<file path="config.mk">
export PLATFORM = sky130hd
export DESIGN_NAME = modepin_irq_ctrl
export DESIGN_NICKNAME = d
export VERILOG_FILES = /design/src/rtl/modepin_pkg.sv /design/src/rtl/mp_reset_sync.sv /design/src/rtl/mp_mode_reg.sv /design/src/rtl/mp_settle_timer.sv /design/src/rtl/mp_irq_detect.sv /design/src/rtl/modepin_irq_ctrl.sv
export SDC_FILE = /design/constraint.sdc
export NUM_CORES = 1
export LEC_CHECK = 0
export ABC_AREA = 0
export BUFFER_PORTS_ARGS = -buffer_cell sky130_fd_sc_hd__buf_2
export CAP_MARGIN = 20
export CORE_UTILIZATION = 30
export DETAILED_ROUTE_END_ITERATION = 16
export MAX_ROUTING_LAYER = met4
export SKIP_LAST_GASP = 1
export SYNTH_ARGS = -nofsm -noshare
export SYNTH_HDL_FRONTEND = slang
export SYNTH_SLANG_ARGS = --single-unit
</file>
<file path="constraint.sdc">
create_clock -name clk -period 3.1 [get_ports clk]
set_clock_uncertainty 0.05 [all_clocks]
set_input_delay 0.155 -clock clk [delete_from_list [all_inputs] [get_ports clk]]
set_output_delay 0.155 -clock clk [all_outputs]
set_load 0.01 [all_outputs]
</file>
<file path="src/rtl/modepin_pkg.sv">
package modepin_pkg;
  typedef logic [1:0] op_mode_t;

  function automatic op_mode_t strap_pack(input logic strap_b, input logic strap_a);
    return {strap_b, strap_a};
  endfunction
endpackage

</file>
<file path="src/rtl/mp_reset_sync.sv">
module mp_reset_sync #(
  parameter int STAGES = 2
) (
  input  logic clk,
  input  logic rst_n,
  output logic core_run
);
  logic [STAGES-1:0] run_q;
  logic [STAGES-1:0] run_d;

  always_comb begin
    run_d = {run_q[STAGES-2:0], 1'b1};
  end

  always_ff @(posedge clk or negedge rst_n) begin
    if (!rst_n) run_q <= '0;
    else        run_q <= run_d;
  end

  assign core_run = run_q[STAGES-1];
endmodule

</file>
<file path="src/rtl/mp_mode_reg.sv">
module mp_mode_reg
  import modepin_pkg::*;
(
  input  logic     clk,
  input  logic     core_run,
  input  logic     strap_a,
  input  logic     strap_b,
  input  logic     wr_en,
  input  op_mode_t wr_data,
  output op_mode_t mode
);
  op_mode_t mode_q;
  op_mode_t mode_d;

  // Sampling must continue while reset is active, so this register
  // is deliberately left without an asynchronous clear.
  always_comb begin
    if (!core_run)   mode_d = strap_pack(strap_b, strap_a);
    else if (wr_en)  mode_d = wr_data;
    else             mode_d = mode_q;
  end

  always_ff @(posedge clk) begin
    mode_q <= mode_d;
  end

  assign mode = mode_q;
endmodule

</file>
<file path="src/rtl/mp_settle_timer.sv">
module mp_settle_timer #(
  parameter int SETTLE_CYCLES = 16
) (
  input  logic clk,
  input  logic rst_n,
  input  logic core_run,
  output logic live
);
  localparam int CW = $clog2(SETTLE_CYCLES + 1);
  localparam logic [CW-1:0] LIMIT = CW'(SETTLE_CYCLES);

  logic [CW-1:0] cnt_q;
  logic [CW-1:0] cnt_d;
  logic          cnt_en;

  assign live   = (cnt_q == LIMIT);
  assign cnt_en = core_run && !live;

  always_comb begin
    cnt_d = cnt_q;
    if (cnt_en) cnt_d = cnt_q + 1'b1;
  end

  always_ff @(posedge clk or negedge rst_n) begin
    if (!rst_n) cnt_q <= '0;
    else        cnt_q <= cnt_d;
  end
endmodule

</file>
<file path="src/rtl/mp_irq_detect.sv">
module mp_irq_detect #(
  parameter int SYNC_STAGES = 2
) (
  input  logic clk,
  input  logic rst_n,
  input  logic live,
  input  logic req_n,
  input  logic trig_edge,
  input  logic ack,
  input  logic in_stop,
  output logic pending,
  output logic wake
);
  logic [SYNC_STAGES-1:0] sync_q;
  logic [SYNC_STAGES-1:0] sync_d;
  logic                   prev_q;
  logic                   latch_q;
  logic                   latch_d;
  logic                   lvl_n;
  logic                   fall;

  assign lvl_n = sync_q[SYNC_STAGES-1];
  assign fall  = prev_q && !lvl_n;

  always_comb begin
    sync_d = {sync_q[SYNC_STAGES-2:0], req_n};
  end

  always_comb begin
    latch_d = 1'b0;
    if (live && trig_edge) latch_d = (latch_q && !ack) || fall;
  end

  always_ff @(posedge clk or negedge rst_n) begin
    if (!rst_n) begin
      sync_q  <= '1;
      prev_q  <= 1'b1;
      latch_q <= 1'b0;
    end else begin
      sync_q  <= sync_d;
      prev_q  <= lvl_n;
      latch_q <= latch_d;
    end
  end

  assign pending = trig_edge ? latch_q : (live && !lvl_n);
  assign wake    = in_stop && live && !req_n;
endmodule

</file>
<file path="src/rtl/modepin_irq_ctrl.sv">
module modepin_irq_ctrl
  import modepin_pkg::*;
#(
  parameter int SETTLE_CYCLES = 16,
  parameter int SYNC_STAGES   = 2,
  parameter int RST_STAGES    = 2
) (
  input  logic       clk,
  input  logic       rst_n,
  input  logic       mode_a_irq_n,
  input  logic       mode_b,
  input  logic       sw_mode_we,
  input  logic [1:0] sw_mode_wdata,
  input  logic       trig_edge,
  input  logic       irq_ack,
  input  logic       in_stop,
  output logic [1:0] op_mode,
  output logic       irq_live,
  output logic       irq_pending,
  output logic       wake
);
  logic core_run;

  mp_reset_sync #(.STAGES(RST_STAGES)) u_rsync (
    .clk      (clk),
    .rst_n    (rst_n),
    .core_run (core_run)
  );

  mp_mode_reg u_mode (
    .clk      (clk),
    .core_run (core_run),
    .strap_a  (mode_a_irq_n),
    .strap_b  (mode_b),
    .wr_en    (sw_mode_we),
    .wr_data  (sw_mode_wdata),
    .mode     (op_mode)
  );

  mp_settle_timer #(.SETTLE_CYCLES(SETTLE_CYCLES)) u_settle (
    .clk      (clk),
    .rst_n    (rst_n),
    .core_run (core_run),
    .live     (irq_live)
  );

  mp_irq_detect #(.SYNC_STAGES(SYNC_STAGES)) u_det (
    .clk       (clk),
    .rst_n     (rst_n),
    .live      (irq_live),
    .req_n     (mode_a_irq_n),
    .trig_edge (trig_edge),
    .ack       (irq_ack),
    .in_stop   (in_stop),
    .pending   (irq_pending),
    .wake      (wake)
  );
endmodule

</file>
==> results.json, run 1 <==
{
  "outcome": "finished clean",
  "critPathBufInv": 2,
  "min_period_ps": 1740,
  "grt_first_pass_wirelength_um": 1640,
  "fp.dieW_um": 45.0,
  "antenna_violations_before_repair": 0,
  "synthesis.nets": 52,
  "globalRouteTotalUtil": 0.133,
  "htree_num_levels": 1,
  "syn-cell-area_um2": 556,
  "grt_start_max_net_pins": 12,
  "timing.critical_path.fanout_max": 4,
  "dieArea_um2": 2030,
  "slew_violations": 0,
  "synth_cell_types": 21,
  "net-switching-power_uw": 147,
  "portBuffers": 14,
  "power.density_cell_area_nw_per_um2": 700,
  "switching_share": 0.300,
  "cts_buffers": 3,
  "clock_tree.root_cell": "sky130_fd_sc_hd__clkbuf_4",
  "worst_setup_path_end_kind": "primary output",
  "clock_insertion_delay_worst_skew_ps": 270,
  "dr.pass1.iters": 2,
  "cts_tree": "built",
  "drive_above_1_share": 0.433,
  "syn2layout_area_growth_pct": 26.6,
  "worst_setup_hold_path_clk_slew_ps": 70,
  "critical-path-slowest-cell": "sky130_fd_sc_hd__dfrtp_1",
  "timing.critical_path.required_ps": 2890,
  "final_min_period_over_clock_period": 0.560,
  "post-route-drc-count": 0,
  "route.detailed.wl_per_inst_um": 11.0,
  "grt_pass1_vias": 356,
  "fraction_of_synthesized_area_in_multiplexers": 0.0676,
  "globalplace.congestion": 0.743,
  "avgViaCountPerCell": 4.01,
  "cp-start-kind": "register",
  "largest_delay_contributor_family_on_the_critical_path": "flip-flops",
  "comb_power_share": 0.266,
  "fmax_mhz": 576,
  "crit_type": "register to primary output",
  "layout.cells.most_common": "sky130_fd_sc_hd__buf_2",
  "n_antenna_cell": 0,
  "dp_hpwl_um": 698,
  "max-vdd-ir-drop_uv": 266,
  "cts.sinks": 13,
  "effective_utilization_at_floorplan": 0.322,
  "overflow": 0,
  "finalHoldViolCount": 0,
  "power_frac_clock": 0.204,
  "wirelength_um": 939,
  "io-pin-count": 15,
  "synth-xor-area-share": 0.0631,
  "cts.path.max_buffers": 2,
  "num_vias": 341,
  "ant_nets": 0,
  "min_path_type": "input pin to register",
  "setup_tns_ps": 0,
  "finalNetCount": 73,
  "unrepaired_setup_endpoints_after_global_routing": "false",
  "synth.avg_cell_area_um2": 13.9,
  "detail_route.iter0.violations": 2,
  "cp_cell_sequence": "inv_1 > ha_1 > nand4bb_4 > o31ai_1 > buf_2",
  "ys_ff_latch": 13,
  "synth_compound_gate_area_share": 0.0248,
  "synthesis.instances": 40,
  "worst_path_largest_cell_delay_ps": 420,
  "core-area_um2": 1730,
  "synth_adder_area_share": 0.0450,
  "floorplan.die.height_um": 45.0,
  "yosys.area_share.simple": 0.149,
  "yosys_warnings": 0,
  "layoutNonFillerInstCount": 85,
  "dominant_combinational_cell_family_by_area_after_synthesis": "simple AND/OR/NAND/NOR gates",
  "seq_power_share": 0.530,
  "critPathArrivalTime_ps": 1530,
  "dpl.cell_count": 79,
  "synth-seq-area-share": 0.610,
  "layout.cells.most_common_list": "sky130_fd_sc_hd__buf_2, sky130_fd_sc_hd__dfrtp_1, sky130_fd_sc_hd__inv_1",
  "total_leakage_power_uw": 0.000329,
  "setup_viol_count_final": 0,
  "drv.max_cap_violation_count": 0,
  "p_int_uw": 345,
  "placement_rows": 15
}
-- logic make-up (layout without fill, tap and decap cells) --
family | after synthesis | count (layout)
DFF | 13 | 13
muxes | 3 | 3
xor gates and xnor gates | 4 | 4
AOI/OAI and AO/OA | 2 | 2
and+or+nand+nor | 10 | 10
other | 1 | 1
buffers and inverters | 5 | 25
adders and majority gates | 2 | 2
-- per-stage QoR --
stage | util | power [uW] | setup WS (ps) | instance area [um^2] | hold slack (ps)
6_report | 0.407 | 492 | 1360 | 703 | 116
5_1_grt | 0.407 | 532 | 1230 | 703 | 110
4_1_cts | 0.407 | 504 | 1330 | 703 | 101
3_5_place_dp | 0.380 | 395 | 1690 | 657 | -16.2
3_3_place_gp | 0.380 | 389 | 1700 | 657 | -17.7
2_1_floorplan | - | 354 | 1750 | 556 | -191
-- sequential cells by signal (all words and copies together), names as in the netlist --
name / flops
u_mode.mode: 2
u_det.sync_q: 2
u_rsync.run_q: 2
u_det.prev_q: 1
u_settle.cnt_q: 5
u_det.latch_q: 1
-- power groups by stage --
| stage | combinational (uW) | sequential, uW | clock [uW] |
|---|---|---|---|
| after floorplan | 101 | 254 | 0 |
| after detailed placement | 132 | 263 | 0 |
| final | 131 | 261 | 100 |
| after global placement | 127 | 263 | 0 |
| after CTS | 134 | 261 | 109 |
| after global routing | 150 | 266 | 116 |
-- area by class of cell --
class                           instances  area (um^2)
Fill cell                             183         1020
Sequential cell                        13          339
Multi-Input combinational cell         22          198
Timing Repair Buffer                   16         90.1
Tap cell                               25         31.3
Clock buffer                            4         26.3
Inverter                                5         18.8
-- layer usage --
layer / up-vias / routed length [um] / global-route usage
li1: 172 / - / -
met1: 158 / 387 / 0.123
met2: 9 / 481 / 0.209
met3: 2 / 42 / 0.0600
met4: 0 / 27 / 0.109
met5: - / 0 / -
-- final timing paths --
check	from	endpoint	slack [ps]	cells past startpoint
min in group asynchronous	rst_n	u_settle.cnt_q[4]$_DFFE_PN0P_	230	2
min reg2reg	u_rsync.run_q[0]$_DFF_PN0_	u_rsync.run_q[1]$_DFF_PN0_	310	0
min	trig_edge	u_det.latch_q$_DFF_PN0_	120	2
max	u_settle.cnt_q[0]$_DFFE_PN0P_	irq_pending	1360	5
max reg2reg	u_settle.cnt_q[0]$_DFFE_PN0P_	u_settle.cnt_q[1]$_DFFE_PN0P_	1690	5
max in group asynchronous	rst_n	u_det.prev_q$_DFF_PN1_	2510	2
-- cell usage after synthesis (all sizes together) --
library cell  count  area, um^2
dfrtp             8         200
inv               5        18.8
dfstp             3        78.8
mux2              3        37.5
nand2             3        18.8
xnor2             3        26.3
edfxtp            2        60.1
ha                2        25.0
nand4             2        12.5
and3              1        6.26
conb              1        3.75
nand2b            1        6.26
nand4bb           1        27.5
nor2              1        3.75
nor3b             1        7.51
o22ai             1        6.26
o31ai             1        7.51
xor2              1        8.76
-- what timing repair did --
action / 4_1_cts / 5_1_grt
hold buffers: 2 / 0
gates resized for setup: 0 / 0
setup buffers: 0 / 0
hold endpoints to repair: 12 / 0
No activity file was read; power rests on OpenSTA's default activity.
==> inputs of run 2 (changes only) <==
Settings changed: ABC_AREA 0 to 1.
Clock period 3.1 ns to 1.5 ns, I/O delays scaled along.
==> results.json, run 2 <==
{
  "pre_cts_slack_ps": 236,
  "syn2layout_area_growth_pct": 31.7,
  "drive_above_1_share": 0.349,
  "netlist.area_leader.share": 0.348,
  "min_period_ps": 1430,
  "worst_setup_hold_path_clk_slew_ps": 80,
  "cts.path.max_buffers": 2,
  "yosys_warnings": 0,
  "yosysMostFrequentCell": "sky130_fd_sc_hd__nand2_1",
  "max-vdd-ir-drop_uv": 535,
  "unrepaired_setup_endpoints_after_global_routing": "true",
  "largest_register_ff_count": 5,
  "dieArea_um2": 2100,
  "final_min_period_over_clock_period": 0.951,
  "syn-cell-area_um2": 576,
  "grt_start_max_net_pins": 12,
  "portBuffers": 14,
  "clock_insertion_delay_worst_skew_ps": 280,
  "num_vias": 476,
  "globalplace.congestion": 0.782,
  "largest_delay_contributor_family_on_the_critical_path": "flip-flops",
  "cts_tree": "built",
  "overflow": 0,
  "ant_nets": 0,
  "netlist_top_cells_count": "sky130_fd_sc_hd__nand2_1, sky130_fd_sc_hd__inv_1, sky130_fd_sc_hd__dfrtp_1",
  "synthesis.instances": 63,
  "min_path_type": "input pin to register",
  "htree_num_levels": 1,
  "synth.avg_cell_area_um2": 9.14,
  "placement_rows": 15,
  "grt_pass1_vias": 423,
  "synth_top_flop_cell": "sky130_fd_sc_hd__dfrtp_1",
  "fp.dieW_um": 45.8,
  "critPathMostFrequentCell": "sky130_fd_sc_hd__inv_2",
  "critPathArrivalTime_ps": 1300,
  "ys_ff_latch": 13,
  "timing.critical_path.fanout_max": 8,
  "wirelength_um": 958,
  "synthesis.nets": 75,
  "floorplan.die.height_um": 45.8,
  "grt_first_pass_wirelength_um": 1660,
  "globalRouteTotalUtil": 0.119,
  "top_register": "u_settle.cnt_q",
  "critical-path-slowest-cell": "sky130_fd_sc_hd__dfrtp_1",
  "setup_viol_count_final": 0,
  "final.setup.worst_slack_ps": 73.6,
  "dr.pass1.iters": 4,
  "regArea_um2": 339,
  "route.detailed.wl_per_inst_um": 8.63,
  "cp-start-kind": "register",
  "avgViaCountPerCell": 4.29,
  "antenna_violations_before_repair": 0,
  "multi_input_comb_area_um2": 200,
  "post-route-drc-count": 0,
  "final_util": 0.430,
  "setup_tns_ps": 0,
  "crit_type": "register to primary output",
  "effective_utilization_at_floorplan": 0.326,
  "fmax_mhz": 701,
  "cp_cell_sequence": "inv_2 > ha_1 > nand2_1 > inv_2 > nand2_4 > o21ai_2 > buf_2",
  "synth-seq-area-share": 0.589,
  "post_synthesis_async_set_or_reset_flop_share": 0.846,
  "worst_setup_path_end_kind": "primary output",
  "detail_route.iter0.violations": 3,
  "cell_type_with_the_highest_aggregate_area_in_the_netlist": "sky130_fd_sc_hd__dfrtp_1",
  "slew_violations": 0,
  "outcome": "finished clean",
  "layout.cells.most_common_list": "sky130_fd_sc_hd__nand2_1, sky130_fd_sc_hd__buf_2, sky130_fd_sc_hd__inv_1, sky130_fd_sc_hd__dfrtp_1, sky130_fd_sc_hd__nor2_1",
  "cts.sinks": 13,
  "cts_buffers": 3,
  "total_leakage_power_uw": 0.000422,
  "power.density_cell_area_nw_per_um2": 1290,
  "post-route-cell-area_um2": 758,
  "worst_path_largest_cell_delay_ps": 400,
  "timing.critical_path.required_ps": 1370,
  "synth_cell_types": 16,
  "nFillCells": 187,
  "layout.cells.most_common": "sky130_fd_sc_hd__nand2_1",
  "dp_hpwl_um": 711,
  "core-area_um2": 1760,
  "io-pin-count": 15,
  "synth_area_leaders": "sky130_fd_sc_hd__dfrtp_1, sky130_fd_sc_hd__dfstp_2, sky130_fd_sc_hd__nand2_1",
  "instance_area_after_placement_um2": 669,
  "clock_tree.root_cell": "sky130_fd_sc_hd__clkbuf_4",
  "worst_hold_slack_ps": 51.1,
  "finalHoldViolCount": 0,
  "n_antenna_cell": 0,
  "critPathBufInv": 3,
  "finalNetCount": 99,
  "drv.max_cap_violation_count": 0,
  "edff_count_synth": 2
}
==> run 2: power breakdown <==
group          total, uW  switching (uW)  internal (uW)
Sequential           498            65.0            433
Combinational        267             140            127
Clock                213             114           98.9
Total                978             319            659
==> run 2: what timing repair did <==
item	4_1_cts	5_1_grt
endpoints found under the setup margin	1	3
setup buffers	2	1
hold buffers	3	0
hold endpoints to repair	13	0
gates resized for setup	1	4
==> run 2: cell families (layout without fill, tap and decap cells) <==
kind of cell / Yosys count / count (layout) / synth area share
and+or+nand+nor: 31 / 31 / 0.222
xor gates and xnor gates: 1 / 1 / 0.0152
buffers and inverters: 11 / 34 / 0.0783
other: 1 / 1 / 0.00652
adders and majority gates: 2 / 2 / 0.0435
muxes: 1 / 1 / 0.0196
DFF: 13 / 13 / 0.589
AOI/OAI and AO/OA: 3 / 3 / 0.0261
==> run 2: final timing paths <==
| path | from | endpoint | cells past startpoint | slack [ps] |
|---|---|---|---|---|
| min | sw_mode_wdata[0] | u_mode.mode[0]$_DFFE_PP_ | 3 | 50 |
| max | u_settle.cnt_q[0]$_DFFE_PN0P_ | irq_pending | 7 | 70 |
| min in group asynchronous | rst_n | u_settle.cnt_q[2]$_DFFE_PN0P_ | 2 | 130 |
| min reg2reg | u_rsync.run_q[0]$_DFF_PN0_ | u_rsync.run_q[1]$_DFF_PN0_ | 0 | 310 |
| max in group asynchronous | rst_n | u_det.sync_q[0]$_DFF_PN1_ | 2 | 1000 |
| max reg2reg | u_settle.cnt_q[0]$_DFFE_PN0P_ | u_settle.cnt_q[4]$_DFFE_PN0P_ | 8 | 220 |
==> run 2: stage by stage <==
stage	instances	power, uW
global route	111	1060
floorplan	63	641
global placement	101	699
detailed placement	101	709
finish	111	978
CTS	110	966
==> run 2: cell type report <==
cell class | count | area share
clock inverter | 1 | 0.00660
clock buffer | 3 | 0.0297
multi-input combinational | 39 | 0.264
inverter | 10 | 0.0495
timing repair buffer | 20 | 0.162
tap | 25 | 0.0413
sequential | 13 | 0.447
==> run 2: routing by layer <==
layer  track usage  vias to the layer above  share of wire
met4        0.0706                        0          0.023
met1         0.151                      222           0.47
met2         0.166                       14           0.45
met3        0.0357                        4          0.055
met5             -                        -              0
li1              -                      236              -
==> run 2: worst reg2reg max path: stages (launching register included) <==
cell and delay (ps):
sky130_fd_sc_hd__dfrtp_1 400, sky130_fd_sc_hd__buf_4 130, sky130_fd_sc_hd__buf_4 130, sky130_fd_sc_hd__ha_1 190, sky130_fd_sc_hd__nand2_1 100, sky130_fd_sc_hd__inv_1 60, sky130_fd_sc_hd__nand3_1 60, sky130_fd_sc_hd__nand2_1 50
sky130_fd_sc_hd__nand2_1 50
